--- config.mk ---
export PLATFORM = sky130hd
export DESIGN_NAME = adc_frame_ctrl
export DESIGN_NICKNAME = d
export VERILOG_FILES = /design/src/rtl/adc_frame_pkg.sv /design/src/rtl/adc_sclk_gen.sv /design/src/rtl/adc_rx_shift.sv /design/src/rtl/adc_quiet_timer.sv /design/src/rtl/adc_frame_ctrl.sv
export SDC_FILE = /design/constraint.sdc
export NUM_CORES = 1
export LEC_CHECK = 0
export ABC_AREA = 1
export BUFFER_PORTS_ARGS = -buffer_cell sky130_fd_sc_hd__buf_2
export CAP_MARGIN = 20
export CORE_MARGIN = 2
export CORE_UTILIZATION = 40
export CTS_CLUSTER_SIZE = 40
export DETAILED_ROUTE_END_ITERATION = 10
export GPL_TIMING_DRIVEN = 0
export PLACE_DENSITY_LB_ADDON = 0.05
export SETUP_SLACK_MARGIN = 0.1
export SYNTH_ARGS = -nofsm -noshare
export SYNTH_HDL_FRONTEND = slang
export SYNTH_SLANG_ARGS = --single-unit
--- constraint.sdc ---
create_clock -name clk -period 3.4 [get_ports clk]
set_input_delay 0.34 -clock clk [delete_from_list [all_inputs] [get_ports clk]]
set_output_delay 0.34 -clock clk [all_outputs]
set_load 0.05 [all_outputs]
--- src/rtl/adc_frame_pkg.sv ---
package adc_frame_pkg;

  localparam int FRAME_MAX = 16;
  localparam int RES_W     = 12;
  localparam int CNT_W     = $clog2(FRAME_MAX + 1);

  typedef enum logic [1:0] {
    ST_IDLE  = 2'd0,
    ST_FRAME = 2'd1,
    ST_QUIET = 2'd2
  } ctrl_st_e;

  // Length select -> number of falling serial edges in one frame.
  function automatic logic [CNT_W-1:0] frame_clocks(input logic [1:0] sel);
    case (sel)
      2'd1:    return CNT_W'(14);
      2'd2:    return CNT_W'(12);
      default: return CNT_W'(16);
    endcase
  endfunction

endpackage

--- src/rtl/adc_sclk_gen.sv ---
module adc_sclk_gen #(
  parameter int DIV_HALF = 2
) (
  input  logic clk,
  input  logic rst_n,
  input  logic run,
  output logic sclk_q,
  output logic fall_evt
);
  localparam int HC_W = (DIV_HALF > 1) ? $clog2(DIV_HALF) : 1;
  localparam logic [HC_W-1:0] HC_LAST = HC_W'(DIV_HALF - 1);

  logic [HC_W-1:0] hc_q;

  always_ff @(posedge clk or negedge rst_n) begin
    if (!rst_n) begin
      hc_q   <= '0;
      sclk_q <= 1'b1;
    end else if (!run) begin
      hc_q   <= '0;
      sclk_q <= 1'b1;
    end else if (hc_q == HC_LAST) begin
      hc_q   <= '0;
      sclk_q <= ~sclk_q;
    end else begin
      hc_q   <= hc_q + HC_W'(1);
    end
  end

  // High in the cycle whose closing edge drives the serial clock low.
  assign fall_evt = run && sclk_q && (hc_q == HC_LAST);

endmodule

--- src/rtl/adc_rx_shift.sv ---
module adc_rx_shift
  import adc_frame_pkg::*;
(
  input  logic             clk,
  input  logic             rst_n,
  input  logic             clr,
  input  logic             smp,
  input  logic             sdata,
  output logic [RES_W-1:0] word,
  output logic [CNT_W-1:0] cnt
);
  always_ff @(posedge clk or negedge rst_n) begin
    if (!rst_n) begin
      word <= '0;
      cnt  <= '0;
    end else if (clr) begin
      word <= '0;
      cnt  <= '0;
    end else if (smp) begin
      word <= {word[RES_W-2:0], sdata};
      cnt  <= cnt + CNT_W'(1);
    end
  end
endmodule

--- src/rtl/adc_quiet_timer.sv ---
module adc_quiet_timer #(
  parameter int QUIET_CYC = 8
) (
  input  logic clk,
  input  logic rst_n,
  input  logic run,
  output logic expired
);
  localparam int QW = $clog2(QUIET_CYC + 1);
  localparam logic [QW-1:0] Q_LAST = QW'(QUIET_CYC - 1);

  logic [QW-1:0] qc_q;

  always_ff @(posedge clk or negedge rst_n) begin
    if (!rst_n)          qc_q <= '0;
    else if (!run)       qc_q <= '0;
    else if (!expired)   qc_q <= qc_q + QW'(1);
  end

  assign expired = run && (qc_q == Q_LAST);
endmodule

--- src/rtl/adc_frame_ctrl.sv ---
module adc_frame_ctrl
  import adc_frame_pkg::*;
#(
  parameter int DIV_HALF  = 4,
  parameter int QUIET_CYC = 12
) (
  input  logic             clk,
  input  logic             rst_n,
  input  logic             start_i,
  input  logic             abort_i,
  input  logic [1:0]       frame_len_i,
  input  logic             sdata_i,
  output logic             cs_n_o,
  output logic             sclk_o,
  output logic             busy_o,
  output logic [RES_W-1:0] result_o,
  output logic             result_valid_o,
  output logic             frame_abort_o
);
  ctrl_st_e          st_q;
  logic              cs_n_q;
  logic [CNT_W-1:0]  len_q;
  logic              dummy_pend_q;
  logic              dummy_q;
  logic              pend_q;
  logic [RES_W-1:0]  res_q;
  logic              val_q;
  logic              abo_q;

  logic              sclk_q;
  logic              fall_evt;
  logic [RES_W-1:0]  rx_word;
  logic [CNT_W-1:0]  rx_cnt;
  logic              quiet_exp;

  // Named internal events
  logic frame_start_w;
  logic frame_done_w;
  logic frame_abort_w;

  assign frame_start_w = (st_q == ST_IDLE) && (dummy_pend_q || pend_q || start_i);
  // Completion one cycle after the last fall, so that edge happens with CS low.
  assign frame_done_w  = (st_q == ST_FRAME) && (rx_cnt == len_q);
  assign frame_abort_w = (st_q == ST_FRAME) && abort_i && !frame_done_w;

  adc_sclk_gen #(.DIV_HALF(DIV_HALF)) u_sclk (
    .clk      (clk),
    .rst_n    (rst_n),
    .run      (st_q == ST_FRAME),
    .sclk_q   (sclk_q),
    .fall_evt (fall_evt)
  );

  adc_rx_shift u_rx (
    .clk   (clk),
    .rst_n (rst_n),
    .clr   (frame_start_w),
    .smp   (fall_evt && (rx_cnt != len_q)),
    .sdata (sdata_i),
    .word  (rx_word),
    .cnt   (rx_cnt)
  );

  adc_quiet_timer #(.QUIET_CYC(QUIET_CYC)) u_quiet (
    .clk     (clk),
    .rst_n   (rst_n),
    .run     (st_q == ST_QUIET),
    .expired (quiet_exp)
  );

  always_ff @(posedge clk or negedge rst_n) begin
    if (!rst_n) begin
      st_q         <= ST_IDLE;
      cs_n_q       <= 1'b1;
      len_q        <= CNT_W'(FRAME_MAX);
      dummy_pend_q <= 1'b1;
      dummy_q      <= 1'b0;
      pend_q       <= 1'b0;
      res_q        <= '0;
      val_q        <= 1'b0;
      abo_q        <= 1'b0;
    end else begin
      val_q <= 1'b0;
      abo_q <= 1'b0;
      if (frame_start_w && !dummy_pend_q) pend_q <= 1'b0;
      else if (start_i)                   pend_q <= 1'b1;
      unique case (st_q)
        ST_IDLE: begin
          if (frame_start_w) begin
            st_q         <= ST_FRAME;
            cs_n_q       <= 1'b0;
            len_q        <= frame_clocks(frame_len_i);
            dummy_q      <= dummy_pend_q;
            dummy_pend_q <= 1'b0;
          end
        end
        ST_FRAME: begin
          if (frame_done_w) begin
            st_q   <= ST_QUIET;
            cs_n_q <= 1'b1;
            val_q  <= !dummy_q;
            if (!dummy_q) res_q <= rx_word;
          end else if (frame_abort_w) begin
            st_q   <= ST_QUIET;
            cs_n_q <= 1'b1;
            abo_q  <= !dummy_q;
          end
        end
        ST_QUIET: begin
          if (quiet_exp) st_q <= ST_IDLE;
        end
        default: st_q <= ST_IDLE;
      endcase
    end
  end

  assign cs_n_o         = cs_n_q;
  assign sclk_o         = sclk_q | cs_n_q;
  assign busy_o         = (st_q != ST_IDLE) || dummy_pend_q || pend_q;
  assign result_o       = res_q;
  assign result_valid_o = val_q;
  assign frame_abort_o  = abo_q;

endmodule

==> results of run 1 <==
[worst register-to-register path: stages (launching register included)]
cell and delay (ns):
dfstp_2 0.53, inv_1 0.07, nand3_1 0.12, nand2_2 0.13, inv_2 0.16, buf_2 0.25
nor2_1 0.09, nand2_1 0.07, nand2_1 0.05
[where the power goes]
part	switching (W)	internal, W	leakage (nW)
Combinational	0.000342	0.000126	0.700
Clock	0.000189	0.000238	0.0612
Sequential	0.0000402	0.000635	0.629
[synth_stat cells (all sizes together)]
library cell and n:
nand2 88, o21ai 15, o21bai 2, buf 7, inv 39, a21oi 2
dfstp 4, nor2 27, xnor2 1, nand3 17, xor2 2, nor3 3
ha 4, dfrtp 43, or2 1, nand4 5
[flip-flops by register name, indices dropped and copies added (netlist names)]
| register | flops |
|---|---|
| u_quiet.qc_q | 4 |
| u_sclk.sclk_q | 1 |
| frame_abort_o | 1 |
| st_q | 2 |
| result_o | 12 |
| cs_n_o | 1 |
| result_valid_o | 1 |
| u_sclk.hc_q | 2 |
| pend_q | 1 |
| u_rx.cnt | 5 |
| dummy_pend_q | 1 |
| dummy_q | 1 |
| u_rx.word | 12 |
| len_q | 3 |
[through the flow]
stage | worst slack, ns | hold WS [ns] | cell area (um2)
floorplan | 2.06 | 0.0444 | 2210
global placement | 1.84 | 0.430 | 2420
detailed placement | 1.85 | 0.438 | 2420
CTS | 1.78 | 0.266 | 2540
global route | 1.67 | 0.292 | 2570
finish | 1.79 | 0.291 | 2570
[kinds of logic after synthesis]
family | count (synthesis) | share of synthesized area
buffers and inverters | 46 | 0.0916
adder cells (fa/ha/maj) | 4 | 0.0226
AO/OA/AOI/OAI | 19 | 0.0486
XOR/XNOR | 3 | 0.0119
AND/OR/NAND/NOR | 141 | 0.292
flip-flops | 47 | 0.534
[layout make-up]
| class | count | area [um2] |
|---|---|---|
| fillers | 548 | 2870 |
| flip-flops and latches | 47 | 1180 |
| multi-input cells | 167 | 830 |
| inverters | 39 | 149 |
| repair buffers | 25 | 145 |
| well taps | 72 | 90.1 |
| clock buffers | 6 | 82.6 |
| plain buffers | 7 | 53.8 |
| clock inverters | 2 | 35.0 |
[routing by layer]
metal | wire length (um) | vias up | track usage
met3 | 166 | 5 | 0.0379
met1 | 2170 | 736 | 0.223
li1 | - | 860 | -
met2 | 1740 | 29 | 0.215
met5 | 0 | - | 0
met4 | 53 | 0 | 0.0421
[worst paths after layout]
check                                              endpoint  depth (start not counted)                     start
worst max-delay path                                 busy_o                          3       st_q[0]$_DFFE_PN0P_
worst min-delay path               u_rx.word[0]$_DFFE_PN0P_                          3                   sdata_i
worst max register to register     u_rx.word[9]$_DFFE_PN0P_                          8  dummy_pend_q$_DFFE_PN1P_
worst min register to register     u_sclk.hc_q[0]$_DFF_PN0_                          1  u_sclk.hc_q[0]$_DFF_PN0_
max in group asynchronous          dummy_pend_q$_DFFE_PN1P_                          3                     rst_n
min in group asynchronous       u_quiet.qc_q[0]$_DFFE_PN0P_                          2                     rst_n
[cells in the final DEF (no fill, tap or decap), types with 2 or more instances in the layout]
cell type / count
ha_1: 4
nor3_1: 3
nand4_1: 5
o21ai_2: 2
a21oi_1: 2
inv_2: 2
nor2_2: 2
buf_2: 27
nand2_1: 82
o21ai_1: 9
nand3_2: 2
dfrtp_1: 43
o21ai_0: 4
nand2_2: 4
clkbuf_8: 6
o21bai_1: 2
xor2_1: 2
nand3_1: 14
dfstp_2: 4
buf_6: 3
nor2_1: 23
inv_1: 36
nor2_4: 2
==> out/qor.yml, run 1 <==
timing:
  finalCritPeriodShare: 0.473
  rsz0062_at_grt: "false"
  slew_headroom: 0.697
  worstMarginPinSlew_ns: 0.455
  finClkSkew_ns: 0.00410
  setup_viol: 0
  drv_slew: 0
  tns_ns: 0
  max_freq_mhz: 622
  fin_crit_ns: 1.61
  finalHoldViolCount: 0
cts:
  hold_buffers: 0
  cts_max_level: 2
  clkLatencyLatePin_ns: 0.30
  clockRootBuffer: "clkbuf_8"
  cts_setup_buffers: 0
  clk_path_buf_depth: 2
  cts_resized: 0
  cts_buffers: 5
  cts.sinks: 47
  cts_tree: "done"
  path_clk_slew_ns: 0.09
logic_synthesis:
  ys_ff_latch: 47
  synthCells: 260
  ys_types: 28
  synth_top_area_frac: 0.486
  synth_top_area_cell: "dfrtp_1"
  syn_nets: 271
  yosysSeqAreaShare: 0.534
  synthesis.area_um2: 2210
  yosys_warnings: 0
  synth_area_leaders: "dfrtp_1 (49%), nand2_1 (14%), inv_1 (6.1%)"
  synth_area_per_cell_um2: 8.51
floorplan:
  num_io_pins: 24
  dieArea_um2: 6140
  rows: 27
  core_um2: 5440
  die_x_um: 78.4
  initial_core_util: 0.407
  die_h_um: 78.4
route:
  wire_per_inst_um: 11.3
  vias_per_cell: 4.47
  drt_first_pass_iters: 4
  routed_wirelength_um: 4120
  antenna_left: 0
  post-route-drc-count: 0
  via_count: 1630
  drt_iter0_markers: 75
placement:
  place.gp.congestion: 0.733
  dp.cells: 355
  dp_hpwl_um: 2850
  port_buffers: 23
worst_setup_path:
  worstPathMaxFanout: 5
  r2r_setup_slack_ns: 1.83
  critPathTopFamily: "flip-flops"
  cp_slowest_stage_delay_ns: 0.43
  path_buf_inv: 1
  required_ns: 3.06
  worstSetupEndpointType: "primary output"
  crit_type: "flip-flop to primary output"
  critical_path.cell_chain: "nor2_1, nand3_1, buf_2"
  crit_path_start_kind: "flip-flop"
  worstPathArrival_ns: 1.27
  slowest_stage: "dfrtp_1"
pwr:
  total_power_w: 0.00157
  powerDensity_nw_per_um2: 612
  vdd_ir_drop_max_v: 0.000218
  p_leak_nw: 1.39
finish:
  layout-drive-gt1-share: 0.212
  fin_cells: 365
  antenna_cells: 0
  layout.nets: 303
  utilization: 0.472
  area_growth_pct: 15.9
global_routing:
  grtUsageTotal: 0.150
  grt_pass1_wl_um: 7160
  grt_max_degree: 48
  first_global_vias: 1458
  antenna_found_initial: 0
  grt_remaining_overflow: 0
flow_run:
  maxCapViolCount: 0
hold_path:
  holdCritPathClass: "input pin to flip-flop"
outcome:
  status: "complete, no violations"
(Power assumes the default switching activity.)
==> run 2, diff against run 1 <==
==> constraint.sdc (replaced) <==
create_clock -name clk -period 1.6 [get_ports clk]
set_input_delay 0.16 -clock clk [delete_from_list [all_inputs] [get_ports clk]]
set_output_delay 0.16 -clock clk [all_outputs]
set_load 0.05 [all_outputs]
==> run 2 against run 1 <==
  * First-iteration DRC count up 29%
  * Register-to-register slack got worse by 1.7 ns
  * Via count up 2.0%
  * Sequential power is 110% higher
  * Total power rose by 130%
  * Non-clock buffer count is 10 higher
  * Sequential cell count did not move
  * Clock skew is 0.0014 ns lower
  * Critical path depth up 7
  * Die area is the same
  * Largest cell class unchanged
  * Largest power group unchanged
==> out/qor.yml, run 2 (synthesis results as in run 1) <==
global_routing:
  antenna_found_initial: 0
  grt_remaining_overflow: 0
  grt_max_degree: 48
  first_global_vias: 1465
  grtUsageTotal: 0.150
  grt_pass1_wl_um: 7210
cts:
  path_clk_slew_ns: 0.09
  clk_path_buf_depth: 2
  cts_buffers: 5
  clkLatencyLatePin_ns: 0.30
  cts.sinks: 47
  clockRootBuffer: "clkbuf_8"
  cts_max_level: 2
  cts_tree: "done"
timing:
  rsz0062_at_grt: "true"
  slew_headroom: 0.703
  fin_crit_ns: 1.46
  finalCritPeriodShare: 0.910
  finalHoldViolCount: 0
  worstMarginPinSlew_ns: 0.446
  whs_ns: 0.106
  finClkSkew_ns: 0.00272
  fin_ws_ns: 0.143
  max_freq_mhz: 686
  setup_viol: 0
  tns_ns: 0
  drv_slew: 0
route:
  vias_per_cell: 4.43
  antenna_left: 0
  post-route-drc-count: 0
  drt_iter0_markers: 97
  wire_per_inst_um: 11.5
  via_count: 1663
  drt_first_pass_iters: 4
  routed_wirelength_um: 4310
worst_setup_path:
  crit_type: "flip-flop to flip-flop"
  required_ns: 1.80
  rr_startpoint: "u_rx.cnt[2]$_DFFE_PN0P_"
  worstPathArrival_ns: 1.65
  worstPathMaxFanout: 8
  crit_start: "u_rx.cnt[2]$_DFFE_PN0P_"
  worstSetupEndpointType: "flip-flop"
  crit_path_start_kind: "flip-flop"
placement:
  post_dp_cell_area_um2: 2420
  post-place-ws_ns: 0.0451
  place.gp.congestion: 0.733
  dp.cells: 355
  dp_hpwl_um: 2850
  port_buffers: 23
finish:
  layout.nets: 313
  layout-drive-gt1-share: 0.271
  area_growth_pct: 23.2
  final_common_cell: "nand2_1"
  stdcell_area_um2: 2730
  fin_cells: 375
  layout_common_cells: "nand2_1 (79), dfrtp_1 (42), inv_1 (33), buf_2 (24), nor2_1 (21)"
  antenna_cells: 0
floorplan:
  dieArea_um2: 6140
  num_io_pins: 24
  rows: 27
  die_x_um: 78.4
  core_um2: 5440
  die_h_um: 78.4
  initial_core_util: 0.407
pwr:
  vdd_ir_drop_max_v: 0.000490
  p_leak_nw: 1.46
  powerDensity_nw_per_um2: 1310
hold_path:
  hp-start: "sdata_i"
  holdCritPathClass: "input pin to flip-flop"
outcome:
  status: "complete, no violations"
flow_run:
  maxCapViolCount: 0
## run 2: changes by cell type in the layout (fill, tap and decap cells not counted), moves of 2 or more
| cell | previous run | this run |
|---|---|---|
| inv_1 | 36 | 33 |
| nand2_1 | 82 | 79 |
| nand2_4 | 1 | 3 |
| buf_2 | 27 | 24 |
| buf_4 | 0 | 9 |
| inv_2 | 2 | 4 |
| buf_6 | 3 | 5 |
| nor2_1 | 23 | 21 |
## run 2: worst max-delay path, stage by stage (launching register included)
cell and delay, ns:
dfrtp_1 0.38, buf_6 0.13, nor2_2 0.11, nand2_2 0.07, nand2_4 0.09, nand3_4 0.14, nand2_8 0.14, inv_6 0.05
clkbuf_16 0.14, nand2_1 0.05, nand2_1 0.05
## run 2: layout make-up
type	count	area, um2
clock inverter	2	35.0
multi-input combinational	167	870
clock buffer	6	82.6
fill	541	2710
tap	72	90.1
buffer	7	76.3
timing repair buffer	35	238
inverter	39	154
sequential	47	1180
## run 2: what timing repair did
action,CTS,global route
gates cloned,0,1
pin swaps,1,6
hold buffers,0,1
gates resized for setup,5,18
setup endpoints to repair,17,27
setup buffers,0,9
endpoints found under the hold margin,0,14
## run 2: where the power goes
| part | leakage (nW) | internal [W] | total [W] | switching (W) |
|---|---|---|---|---|
| registers | 0.627 | 0.00135 | 0.00145 | 0.0000959 |
| clock network | 0.0612 | 0.000506 | 0.000914 | 0.000408 |
| logic | 0.771 | 0.000394 | 0.00120 | 0.000808 |
| total | 1.46 | 0.00225 | 0.00356 | 0.00131 |
## run 2: path summary, 6_finish.rpt
kind	slack, ns	endpoint	depth (start not counted)
worst min register to register	0.45	u_sclk.hc_q[0]$_DFF_PN0_	1
worst max register to register	0.14	u_rx.word[8]$_DFFE_PN0P_	10
worst max-delay path	0.14	u_rx.word[8]$_DFFE_PN0P_	10
max in group asynchronous	0.69	dummy_pend_q$_DFFE_PN1P_	3
min in group asynchronous	0.33	u_quiet.qc_q[0]$_DFFE_PN0P_	2
worst min-delay path	0.11	u_rx.word[0]$_DFFE_PN0P_	3
## run 2: routing by layer
metal,vias up,share of wire,track usage
met5,-,0,0
met4,0,0.013,0.0421
met3,5,0.039,0.0379
met2,26,0.42,0.216
met1,753,0.53,0.225
li1,879,-,-
## run 2: metrics by stage
stage / utilization / total power, W
after global routing: 0.501 / 0.00380
after CTS: 0.470 / 0.00342
final: 0.501 / 0.00356
after detailed placement: 0.445 / 0.00246
after global placement: 0.445 / 0.00246
after floorplan: - / 0.00220
==> run 3, diff against run 2 <==
--- a/config.mk
+++ b/config.mk
@@ -6,7 +6,7 @@
 export NUM_CORES = 1
 export LEC_CHECK = 0
 export ABC_AREA = 1
-export BUFFER_PORTS_ARGS = -buffer_cell sky130_fd_sc_hd__buf_2
+export BUFFER_PORTS_ARGS = -buffer_cell sky130_fd_sc_hd__buf_4
 export CAP_MARGIN = 20
 export CORE_MARGIN = 2
 export CORE_UTILIZATION = 40
==> run 3 against run 2 <==
  * Largest cell class unchanged
  * Sequential share of layout area increased by 0.63 points
  * Clock-buffer cell count up 1
  * Critical path type unchanged
  * Sequential cell count is the same
==> out/qor.yml, run 3 (synthesis results as in run 1) <==
floorplan:
  die_h_um: 78.4
  initial_core_util: 0.407
  num_io_pins: 24
  core_um2: 5440
  die_x_um: 78.4
  dieArea_um2: 6140
  rows: 27
global_routing:
  grt_remaining_overflow: 0
  grtUsageTotal: 0.151
  antenna_found_initial: 0
  grt_max_degree: 48
  first_global_vias: 1516
  grt_pass1_wl_um: 7170
worst_setup_path:
  worstSetupEndpointType: "flip-flop"
  rr_startpoint: "len_q[4]$_DFFE_PN1P_"
  crit_path_start_kind: "flip-flop"
  worstPathMaxFanout: 10
  rr_endpoint: "u_rx.word[6]$_DFFE_PN0P_"
  crit_type: "flip-flop to flip-flop"
  r2r_setup_slack_ns: 0.19
  worstRegToRegCells: 10
  required_ns: 1.80
  worstPathArrival_ns: 1.61
flow_run:
  maxCapViolCount: 0
route:
  antenna_left: 0
  routed_wirelength_um: 4240
  drt_iter0_markers: 77
  vias_per_cell: 4.48
  post-route-drc-count: 0
  via_count: 1662
  drt_first_pass_iters: 4
  wire_per_inst_um: 11.4
pwr:
  vdd_ir_drop_max_v: 0.000539
  p_leak_nw: 1.42
  powerDensity_nw_per_um2: 1270
finish:
  fin_cells: 371
  utilization: 0.494
  stdcell_area_um2: 2690
  final_common_cell: "nand2_1"
  layout-drive-gt1-share: 0.244
  antenna_cells: 0
  area_growth_pct: 21.5
  layout_common_cells: "nand2_1 (81), dfrtp_1 (42), inv_1 (35), buf_4 (32), nor2_1 (21)"
  fillers: 545
  layout.nets: 309
cts:
  clkLatencyLatePin_ns: 0.30
  cts_tree: "done"
  cts_max_level: 2
  cts_buffers: 5
  clk_path_buf_depth: 2
  clockRootBuffer: "clkbuf_8"
  path_clk_slew_ns: 0.09
  cts.sinks: 47
timing:
  finalHoldViolCount: 0
  whs_ns: 0.117
  rsz0062_at_grt: "true"
  fin_crit_ns: 1.41
  drv_slew: 0
  finalCritPeriodShare: 0.883
  max_freq_mhz: 708
  setup_viol: 0
  worstMarginPinSlew_ns: 0.604
  finClkSkew_ns: 0.0123
  tns_ns: 0
  slew_headroom: 0.597
hold_path:
  holdCritPathClass: "input pin to flip-flop"
  hold_end: "frame_abort_o$_DFF_PN0_"
  hold_depth: 3
  hp-start: "abort_i"
placement:
  post_dp_cell_area_um2: 2480
  dp.cells: 355
  place.gp.congestion: 0.741
  port_buffers: 23
  dp_hpwl_um: 2850
outcome:
  status: "complete, no violations"
[run 3: cell types whose count changed in the layout (fill, tap and decap cells not counted), moves of 2 or more]
cell,before,now
buf_2,24,1
inv_1,33,35
inv_2,4,2
buf_4,9,32
nor2_4,3,5
nor2_2,3,1
nand2_1,79,81
[run 3: routing by layer]
metal  global-route usage  part of all wire  vias to the layer above
met3               0.0391             0.032                        7
met2                0.217              0.44                       18
met4               0.0579             0.015                        0
li1                     -                 -                      870
met1                0.217              0.51                      767
met5                    0                 0                        -
[run 3: metrics by stage]
stage | power [W] | worst slack, ns
CTS | 0.00327 | 0.101
floorplan | 0.00220 | 0.258
global placement | 0.00248 | 0.0550
detailed placement | 0.00248 | 0.0713
finish | 0.00342 | 0.187
global route | 0.00367 | 0.0859
[run 3: worst max-delay path by stage]
stage | cells past startpoint | to | from
finish | 10 | u_rx.word[6]$_DFFE_PN0P_ | len_q[4]$_DFFE_PN1P_
global route | 7 | result_o[2]$_DFFE_PN0P_ | st_q[1]$_DFFE_PN0P_
CTS | 8 | result_o[11]$_DFFE_PN0P_ | len_q[4]$_DFFE_PN1P_
detailed placement | 8 | result_o[2]$_DFFE_PN0P_ | len_q[4]$_DFFE_PN1P_
global placement | 8 | u_rx.word[6]$_DFFE_PN0P_ | dummy_pend_q$_DFFE_PN1P_
floorplan | 10 | u_rx.word[10]$_DFFE_PN0P_ | len_q[4]$_DFFE_PN1P_
[run 3: what timing repair did]
action / in CTS / in global routing
setup buffers: 0 / 7
endpoints found under the setup margin: 16 / 27
hold buffers: 1 / 0
pin swaps: 0 / 4
endpoints found under the hold margin: 43 / 0
resized for setup: 2 / 15
[run 3: worst max-delay path, stage by stage, from the launching register on]
cell	delay, ns
dfstp_2	0.53
inv_1	0.05
nand2_1	0.06
nand2_2	0.09
inv_2	0.07
nand3_4	0.11
nand2_8	0.13
inv_4	0.04
buf_6	0.13
nand2_1	0.06
nand2_1	0.05
[run 3: where the power goes]
part           internal (W)  switching [W]
registers           0.00135      0.0000987
clock network      0.000355       0.000404
logic              0.000414       0.000800
total               0.00212        0.00130
[run 3: area by class of cell]
type	instances	area, um2	area share
inverters	39	151	0.0563
clock buffers	7	86.3	0.0321
clock inverters	1	8.76	0.00326
multi-input cells	167	870	0.323
flip-flops and latches	47	1180	0.440
plain buffers	7	65.1	0.0242
well taps	72	90.1	0.0335
repair buffers	31	235	0.0875
